===== config.mk =====
export PLATFORM = sky130hd
export DESIGN_NAME = adb_full_adder
export DESIGN_NICKNAME = d
export VERILOG_FILES = /design/src/rtl/adb_pkg.sv /design/src/rtl/adb_ctrl.sv /design/src/rtl/adb_dp.sv /design/src/rtl/adb_full_adder.sv
export SDC_FILE = /design/constraint.sdc
export NUM_CORES = 1
export LEC_CHECK = 0
export BUFFER_PORTS_ARGS = -buffer_cell sky130_fd_sc_hd__buf_2
export CAP_MARGIN = 5
export CORE_ASPECT_RATIO = 0.5
export CORE_MARGIN = 4
export CORE_UTILIZATION = 48
export CTS_BUF_LIST = sky130_fd_sc_hd__clkbuf_4 sky130_fd_sc_hd__clkbuf_8
export DETAILED_ROUTE_END_ITERATION = 10
export GPL_ROUTABILITY_DRIVEN = 0
export HOLD_SLACK_MARGIN = 0.02
export PLACE_DENSITY = 0.82
export SLEW_MARGIN = 5
export SYNTH_ARGS = -nofsm -noshare
export SYNTH_HDL_FRONTEND = slang
export SYNTH_SLANG_ARGS = --single-unit

===== constraint.sdc =====
create_clock -name clk -period 1.9 [get_ports clk]
set_input_delay 0.19 -clock clk [delete_from_list [all_inputs] [get_ports clk]]
set_output_delay 0.19 -clock clk [all_outputs]
set_load 0.05 [all_outputs]

===== src/rtl/adb_pkg.sv =====
package adb_pkg;
  parameter int CODE_W = 4;
  parameter int TAG_W  = 2;
  parameter int SEG_W  = 2;
  parameter int NUM_IN = 3;
  localparam int RAIL_W = CODE_W + TAG_W;

  typedef enum logic [CODE_W-1:0] {
    SIG_U   = 4'd0,
    SIG_X   = 4'd1,
    SIG_0   = 4'd2,
    SIG_1   = 4'd3,
    SIG_Z   = 4'd4,
    SIG_RU  = 4'd5,
    SIG_RX  = 4'd6,
    SIG_RL  = 4'd7,
    SIG_RH  = 4'd8,
    SIG_RZ  = 4'd9,
    SIG_DIS = 4'd10
  } sigCode_t;

  typedef enum logic [SEG_W-1:0] {
    SEG_CHG = 2'd0,
    SEG_HLD = 2'd1,
    SEG_REC = 2'd2,
    SEG_IDL = 2'd3
  } seg_t;

  typedef struct packed {
    sigCode_t         code;
    logic [TAG_W-1:0] tag;
  } rail_t;

  typedef struct packed {
    logic doEval;
    logic doRecover;
    logic doIdle;
    logic phaseBad;
  } ctrlStrobe_t;

  // Lower a driven code to its recovery-strength counterpart.
  function automatic sigCode_t toRecovery(input sigCode_t c);
    sigCode_t r;
    case (c)
      SIG_U:   r = SIG_RU;
      SIG_X:   r = SIG_RX;
      SIG_0:   r = SIG_RL;
      SIG_1:   r = SIG_RH;
      SIG_Z:   r = SIG_RZ;
      default: r = c;
    endcase
    return r;
  endfunction
endpackage


===== src/rtl/adb_ctrl.sv =====
module adb_ctrl
  import adb_pkg::*;
(
  input  logic                    segStep,
  input  seg_t                    seg,
  input  logic [TAG_W-1:0]        gatePhase,
  input  rail_t [NUM_IN-1:0]      inTrue,
  input  rail_t [NUM_IN-1:0]      inComp,
  output ctrlStrobe_t             strobe
);
  localparam logic [TAG_W-1:0] ONE_PH = TAG_W'(1);

  logic [TAG_W-1:0]  wantTag;
  logic [NUM_IN-1:0] tagMissT;
  logic [NUM_IN-1:0] tagMissC;

  assign wantTag = gatePhase - ONE_PH;

  for (genvar gi = 0; gi < NUM_IN; gi++) begin : g_tag
    assign tagMissT[gi] = inTrue[gi].tag != wantTag;
    assign tagMissC[gi] = inComp[gi].tag != wantTag;
  end

  always_comb begin
    strobe.doEval    = segStep && (seg == SEG_CHG);
    strobe.doRecover = segStep && (seg == SEG_REC);
    strobe.doIdle    = segStep && (seg == SEG_IDL);
    strobe.phaseBad  = |{tagMissT, tagMissC};
  end
endmodule


===== src/rtl/adb_dp.sv =====
module adb_dp
  import adb_pkg::*;
(
  input  logic               clk,
  input  logic               rstN,
  input  ctrlStrobe_t        strobe,
  input  logic [TAG_W-1:0]   gatePhase,
  input  logic               anyStep,
  input  rail_t [NUM_IN-1:0] inTrue,
  input  rail_t [NUM_IN-1:0] inComp,
  output rail_t              sumT,
  output rail_t              sumC,
  output rail_t              carT,
  output rail_t              carC
);
  logic [NUM_IN-1:0] tv, cv, pairOk;
  logic sumTv, sumCv, carTv, carCv, faultAny;

  for (genvar gi = 0; gi < NUM_IN; gi++) begin : g_pair
    logic tKnown, cKnown;
    assign tKnown     = (inTrue[gi].code == SIG_0) || (inTrue[gi].code == SIG_1);
    assign cKnown     = (inComp[gi].code == SIG_0) || (inComp[gi].code == SIG_1);
    assign tv[gi]     = inTrue[gi].code == SIG_1;
    assign cv[gi]     = inComp[gi].code == SIG_1;
    assign pairOk[gi] = tKnown && cKnown && (tv[gi] != cv[gi]);
  end

  // True network from true inputs, dual network from complement inputs.
  assign sumTv = tv[0] ^ tv[1] ^ tv[2];
  assign carTv = (tv[0] & tv[1]) | (tv[0] & tv[2]) | (tv[1] & tv[2]);
  assign sumCv = cv[0] ^ cv[1] ^ cv[2];
  assign carCv = (cv[0] | cv[1]) & (cv[0] | cv[2]) & (cv[1] | cv[2]);

  assign faultAny = strobe.phaseBad || !(&pairOk);

  function automatic sigCode_t lvl(input logic b);
    return b ? SIG_1 : SIG_0;
  endfunction

  always_ff @(posedge clk) begin
    if (!rstN) begin
      sumT <= '{code: SIG_DIS, tag: '0};
      sumC <= '{code: SIG_DIS, tag: '0};
      carT <= '{code: SIG_DIS, tag: '0};
      carC <= '{code: SIG_DIS, tag: '0};
    end else begin
      if (anyStep) begin
        sumT.tag <= gatePhase;
        sumC.tag <= gatePhase;
        carT.tag <= gatePhase;
        carC.tag <= gatePhase;
      end
      if (strobe.doEval) begin
        if (faultAny) begin
          sumT.code <= SIG_X;
          sumC.code <= SIG_X;
          carT.code <= SIG_X;
          carC.code <= SIG_X;
        end else begin
          sumT.code <= lvl(sumTv);
          sumC.code <= lvl(sumCv);
          carT.code <= lvl(carTv);
          carC.code <= lvl(carCv);
        end
      end else if (strobe.doRecover) begin
        sumT.code <= toRecovery(sumT.code);
        sumC.code <= toRecovery(sumC.code);
        carT.code <= toRecovery(carT.code);
        carC.code <= toRecovery(carC.code);
      end else if (strobe.doIdle) begin
        sumT.code <= SIG_DIS;
        sumC.code <= SIG_DIS;
        carT.code <= SIG_DIS;
        carC.code <= SIG_DIS;
      end
    end
  end

  // an unknown output weakens to recovery-x
  assert_unknown_recovers_R11: assert property (@(posedge clk) disable iff (!rstN)
    (strobe.doRecover && sumT.code == SIG_X) |=> (sumT.code == SIG_RX));
endmodule


===== src/rtl/adb_full_adder.sv =====
module adb_full_adder
  import adb_pkg::*;
(
  input  logic                 clk,
  input  logic                 rstN,
  input  logic                 segStep,
  input  logic [SEG_W-1:0]     seg,
  input  logic [TAG_W-1:0]     gatePhase,
  input  logic [RAIL_W-1:0]    aTrue,
  input  logic [RAIL_W-1:0]    aComp,
  input  logic [RAIL_W-1:0]    bTrue,
  input  logic [RAIL_W-1:0]    bComp,
  input  logic [RAIL_W-1:0]    cTrue,
  input  logic [RAIL_W-1:0]    cComp,
  output logic [RAIL_W-1:0]    sumTrue,
  output logic [RAIL_W-1:0]    sumComp,
  output logic [RAIL_W-1:0]    carryTrue,
  output logic [RAIL_W-1:0]    carryComp
);
  rail_t [NUM_IN-1:0] inTrue, inComp;
  rail_t sumT, sumC, carT, carC;
  ctrlStrobe_t strobe;

  assign inTrue = {rail_t'(cTrue), rail_t'(bTrue), rail_t'(aTrue)};
  assign inComp = {rail_t'(cComp), rail_t'(bComp), rail_t'(aComp)};

  adb_ctrl u_ctrl (
    .segStep   (segStep),
    .seg       (seg_t'(seg)),
    .gatePhase (gatePhase),
    .inTrue    (inTrue),
    .inComp    (inComp),
    .strobe    (strobe)
  );

  adb_dp u_dp (
    .clk       (clk),
    .rstN      (rstN),
    .strobe    (strobe),
    .gatePhase (gatePhase),
    .anyStep   (segStep),
    .inTrue    (inTrue),
    .inComp    (inComp),
    .sumT      (sumT),
    .sumC      (sumC),
    .carT      (carT),
    .carC      (carC)
  );

  assign sumTrue   = sumT;
  assign sumComp   = sumC;
  assign carryTrue = carT;
  assign carryComp = carC;

  // after a charge step the two sum rails never claim the same logic level
  assert_dual_rail_R2: assert property (@(posedge clk) disable iff (!rstN)
    (segStep && seg == SEG_CHG) |=>
      ((sumTrue[5:2] == 4'd3) == (sumComp[5:2] == 4'd2)) &&
      ((carryTrue[5:2] == 4'd3) == (carryComp[5:2] == 4'd2)));

  // hold keeps every rail
  assert_hold_stable_R3: assert property (@(posedge clk) disable iff (!rstN)
    (segStep && seg == SEG_HLD) |=>
      $stable({sumTrue, sumComp, carryTrue, carryComp}));

  // a driven one drops to recovery-high
  assert_recover_high_R4: assert property (@(posedge clk) disable iff (!rstN)
    (segStep && seg == SEG_REC && carryTrue[5:2] == 4'd3) |=> (carryTrue[5:2] == 4'd8));

  // idle discharges all rails
  assert_idle_discharge_R5: assert property (@(posedge clk) disable iff (!rstN)
    (segStep && seg == SEG_IDL) |=>
      (sumTrue[5:2] == 4'd10 && sumComp[5:2] == 4'd10 &&
       carryTrue[5:2] == 4'd10 && carryComp[5:2] == 4'd10));

  // a mistagged operand A forces unknown
  assert_phase_error_R6: assert property (@(posedge clk) disable iff (!rstN)
    (segStep && seg == SEG_CHG && aTrue[1:0] != gatePhase - 2'd1) |=>
      (sumTrue[5:2] == 4'd1 && carryComp[5:2] == 4'd1));

  // output tags follow the gate phase
  assert_out_tag_R9: assert property (@(posedge clk) disable iff (!rstN)
    segStep |=> (sumTrue[1:0] == $past(gatePhase) && carryComp[1:0] == $past(gatePhase)));

  // no strobe, no change
  assert_idle_no_step_R10: assert property (@(posedge clk) disable iff (!rstN)
    !segStep |=> $stable({sumTrue, sumComp, carryTrue, carryComp}));
endmodule


# After elaboration in Yosys (flattened, before gate mapping)
# Index checks and enable logic that the tools add are counted.
# word_totals
reg_bits	18
input_bits	43
output_inout_bits	24
# op_classes
eq_ne	43
reduce_logical	29
muxes	21
addsub	1
bitwise	14
# op_table
operator	count
== test 4 x 2 -> 1 bit (second input constant)	20
one-hot mux 4 bit (5 select lines)	4
2-to-1 mux 4 bit	13
inequality test 7 x 1 -> 1 bit (second input constant)	4
== test 4 x 1 -> 1 bit (second input constant)	4
== test 4 x 3 -> 1 bit (second input constant)	4
logical NOT 4 bit	4
inequality test 2 bit	6
logical AND 1 bit	9
AND reduction 2 bit	4
logical OR 1 bit	7
OR reduction 6 bit	1
bitwise AND 1 bit	5
OR 1 bit	5
== test 2 bit (second input constant)	2
2-to-1 mux 1 bit	4
XOR 1 bit	4
inequality test 1 bit	3
AND reduction 3 bit	1
nonzero test 3 bit	1
logical NOT 2 bit	1
subtractor 2 x 1 -> 2 bit (second input constant)	1
logical NOT 1 bit	1

# Logic depth before layout (Yosys ltp)
# depth
ltp_word	9
ltp_mapped	6
depth_no_buf	6

# By module
# Synthesis repeated with hierarchy kept, for this count alone.
# hier_totals
hier_cells	179
area_unflattened_um2	1371.3
# modules_own_cells
mod	cells_each	area_per_inst_um2	n_inst
adb_dp	157	1226.2	1
adb_ctrl	22	145.1	1

# Worst setup path after synthesis
# Ideal clock, no wire load.
# synth_path
path_type	input -> register
startpoint	in aComp[1]
endpoint	reg, netlist name u_dp.carC[2]
arrival_time_ps	1648
cell_stages	5
path_buffers	0
required_time_ps	1780
slack_ps	132
cell_sequence	or4_1 -> or4_4 -> a21oi_4 -> a31oi_1 -> o31a_1
# synth_via
elab_chain_len	5
# synth_rtl
item	line_no	rtl
start, declared	adb_full_adder.sv:10	input logic [RAIL_W-1:0] aComp,
inequality test 2 bit	adb_ctrl.sv:21	assign tagMissC[gi] = inComp[gi].tag != wantTag;
OR reduction 6 bit	adb_ctrl.sv:28	strobe.phaseBad = |{tagMissT, tagMissC};
logical OR 1 bit	adb_dp.sv:34	assign faultAny = strobe.phaseBad || !(&pairOk);
2-to-1 mux 4 bit	adb_dp.sv:54	if (faultAny) begin
2-to-1 mux 4 bit	adb_dp.sv:53	if (strobe.doEval) begin
# Every way passes these cells.
# A chain may end at the register's enable or synchronous reset.

# Worst setup path after layout
# layout_path
startpoint	in aComp[1]
endpoint	reg, netlist name u_dp.carC[2]
# layout_via
elab_chain_len	5
# layout_rtl
item	line_no
inequality test 2 bit	adb_ctrl.sv:21
OR reduction 6 bit	adb_ctrl.sv:28
logical OR 1 bit	adb_dp.sv:34
2-to-1 mux 4 bit	adb_dp.sv:54
2-to-1 mux 4 bit	adb_dp.sv:53
# Every way passes these cells.

==> reports/metrics.cfg <==
[outcome]
status=completed

[clock_network]
cts_buffer_depth=2
cts_tree=built
cts-root-buf=clkbuf_8
clock_tree.htree_level_count=1
postCtsSetupBuffers=0
clock-sinks=18
post_cts_resize_count=0
clk-insertion-delay-late_ps=260
numCtsBuffers=3
cts_hold_buffers=0
cts.reportedPaths.clkPinSlew_ps=70

[sta]
rsz0062_at_grt=false
max_slew_margin_pct=66.7
whs_ps=218
final-setup-viol-count=0
finClkSkew_ps=2.96
period_share_pct=89.7
slew_viol_final=0
worst_pin_slew_ps=493
fin_ws_ps=196
min_period_ps=1700
fmax_mhz=587
setup_tns_ps=0
hold_viol_final=0

[synth]
mappedNetlistNets=227
synth_top_area_share_pct=25.4
synth_area_leader_cell=dfxtp_1
syn-cell-area_sq_um=1420
synthDistinctLibCells=53
yosys-top-cells-count=18 x a21oi_1, 18 x dfxtp_1, 15 x o21ai_0, 14 x nand2_1, 14 x nor2_1
yosysWarnings=0
avgSynthCellArea_sq_um=7.76
async_reset_ff_share_pct=0
synth_edf_count=0
netlist_instances=183
ys_top_cells_by_area=dfxtp_1 25%, a21oi_1 6.3%, o21ai_0 5.3%
yosys_most_used_dff=dfxtp_1
yosysSeqAreaShare_pct=25.4
ys_ff_latch=18

[worst_setup_path]
required_ps=2050
end_kind=flip-flop
cp_max_fo=5
cpMaxStageDelayCell=or4_1
reg2regPathDepth=5
regToRegSetupSlack_ps=490
setup.worst_path.start_class=primary input
cp.arrival_ps=1850
worstPathCellList=buf_2 -> or4_1 -> or4_4 -> a21oi_4 -> a31oi_1 -> o31a_1
slowest_delay_ps=530
crit_type=primary input to flip-flop

[routing]
via_count=1603
ant_nets=0
routed_wl_microns=3930
viasPerCell=5.70
drtIter0Drc=115
wl_per_cell_microns=14.0
drc=0
first_pass_iters=5

[place]
dpl.cell_count=277
dpl_cell_area_sq_um=1750
place_ws_ps=-45.8
hpwl_microns=3030
port-buffer-count=66

[layout]
fin_util_pct=66.8
area_growth_syn_to_layout_pct=27.0
finalNonFillerCells=281
drive_gt1_share_pct=32.8
final_area_sq_um=1800
fin_nets=289
n_antenna_cell=0

[grt]
grt_util_all_layers_pct=20.6
grt_max_degree=21
antenna_found_initial=0
grt_pass1_vias=1494
gr-total-overflow=0
grt_pass1_wl_microns=6490

[die]
start_util_pct=52.6
die_x_microns=84.9
rows=13
io_pins=67
core_sq_um=2700
die_area_sq_um=3950
die_h_microns=46.5

[worst_hold_path]
hold_depth=3
min_path_type=primary input to flip-flop

[power_and_ir_drop]
p_leak_nw=0.780
ir_worst_vdd_mv=0.247
power_mw=1.08
p_per_area_nw_per_um2=598

[flow_run]
cap_viol_max_count=0

kinds of logic after synthesis:
logic type      count (synthesis)  share of synthesized area [%]
simple gates                   74                           30.8
xor+xnor                        7                           4.32
flops                          18                           25.4
buf+inv                        18                           6.34
compound gates                 63                           30.3
fa+ha+maj                       1                           1.41
mux                             2                           1.41
critical path: cells and delay by family:
kind,cells,cell delay (ps)
buffers and inverters,1,100
and+or+nand+nor,2,970
AOI/OAI and AO/OA,3,590
layout make-up:
type,count,area [sq um]
well taps,37,46.3
inverters,7,26.3
flip-flops and latches,18,360
clock buffers,4,55.1
multi-input cells,147,970
fillers,257,897
repair buffers,68,345
report_power, final:
group | switching, mW | internal [mW] | leakage (nW)
Clock | 0.138 | 0.184 | 0.0288
Combinational | 0.215 | 0.113 | 0.603
Sequential | 0.0292 | 0.398 | 0.148
state kept, by name, summed over array words and instances (netlist names):
register / flops
u_dp.carT: 4
u_dp.sumC: 4
u_dp.sumT: 6
u_dp.carC: 4
final timing paths:
kind,start,to
max reg2reg,u_dp.carT[2]$_SDFFE_PN0P_,u_dp.carT[3]$_SDFFE_PN1P_
min,gatePhase[1],u_dp.sumT[1]$_SDFFE_PN0P_
min reg2reg,u_dp.sumT[1]$_SDFFE_PN0P_,u_dp.sumT[1]$_SDFFE_PN0P_
max,aComp[1],u_dp.carC[2]$_SDFFE_PN0P_
per-layer routing:
metal / global-route usage (%) / vias to the layer above / wire length (microns)
met2: 37.2 / 73 / 1810
met3: 5.18 / 6 / 344
met5: 0 / - / 0
met4: 6.31 / 0 / 49
li1: - / 798 / -
met1: 24.9 / 726 / 1730
cell usage in the layout (no fill, tap or decap), drive strengths merged, types with 2 or more instances in the layout:
cell type | synthesis | layout
a21boi | 2 | 2
a21oi | 19 | 19
a31o | 3 | 3
a31oi | 7 | 7
and2 | 6 | 6
and3 | 2 | 2
and3b | 3 | 3
buf | 6 | 68
clkbuf | 5 | 4
dfxtp | 18 | 18
inv | 7 | 7
mux2i | 2 | 2
nand2 | 14 | 14
nand2b | 5 | 5
nand3 | 2 | 2
nand4 | 4 | 4
nor2 | 14 | 14
nor2b | 5 | 5
nor3 | 2 | 2
nor3b | 5 | 5
nor4bb | 3 | 3
o211ai | 2 | 2
o21a | 2 | 2
o21ai | 16 | 16
o22ai | 2 | 2
or4 | 2 | 2
xnor2 | 3 | 3
xor2 | 4 | 4
Power figures use the tool's default switching activity.
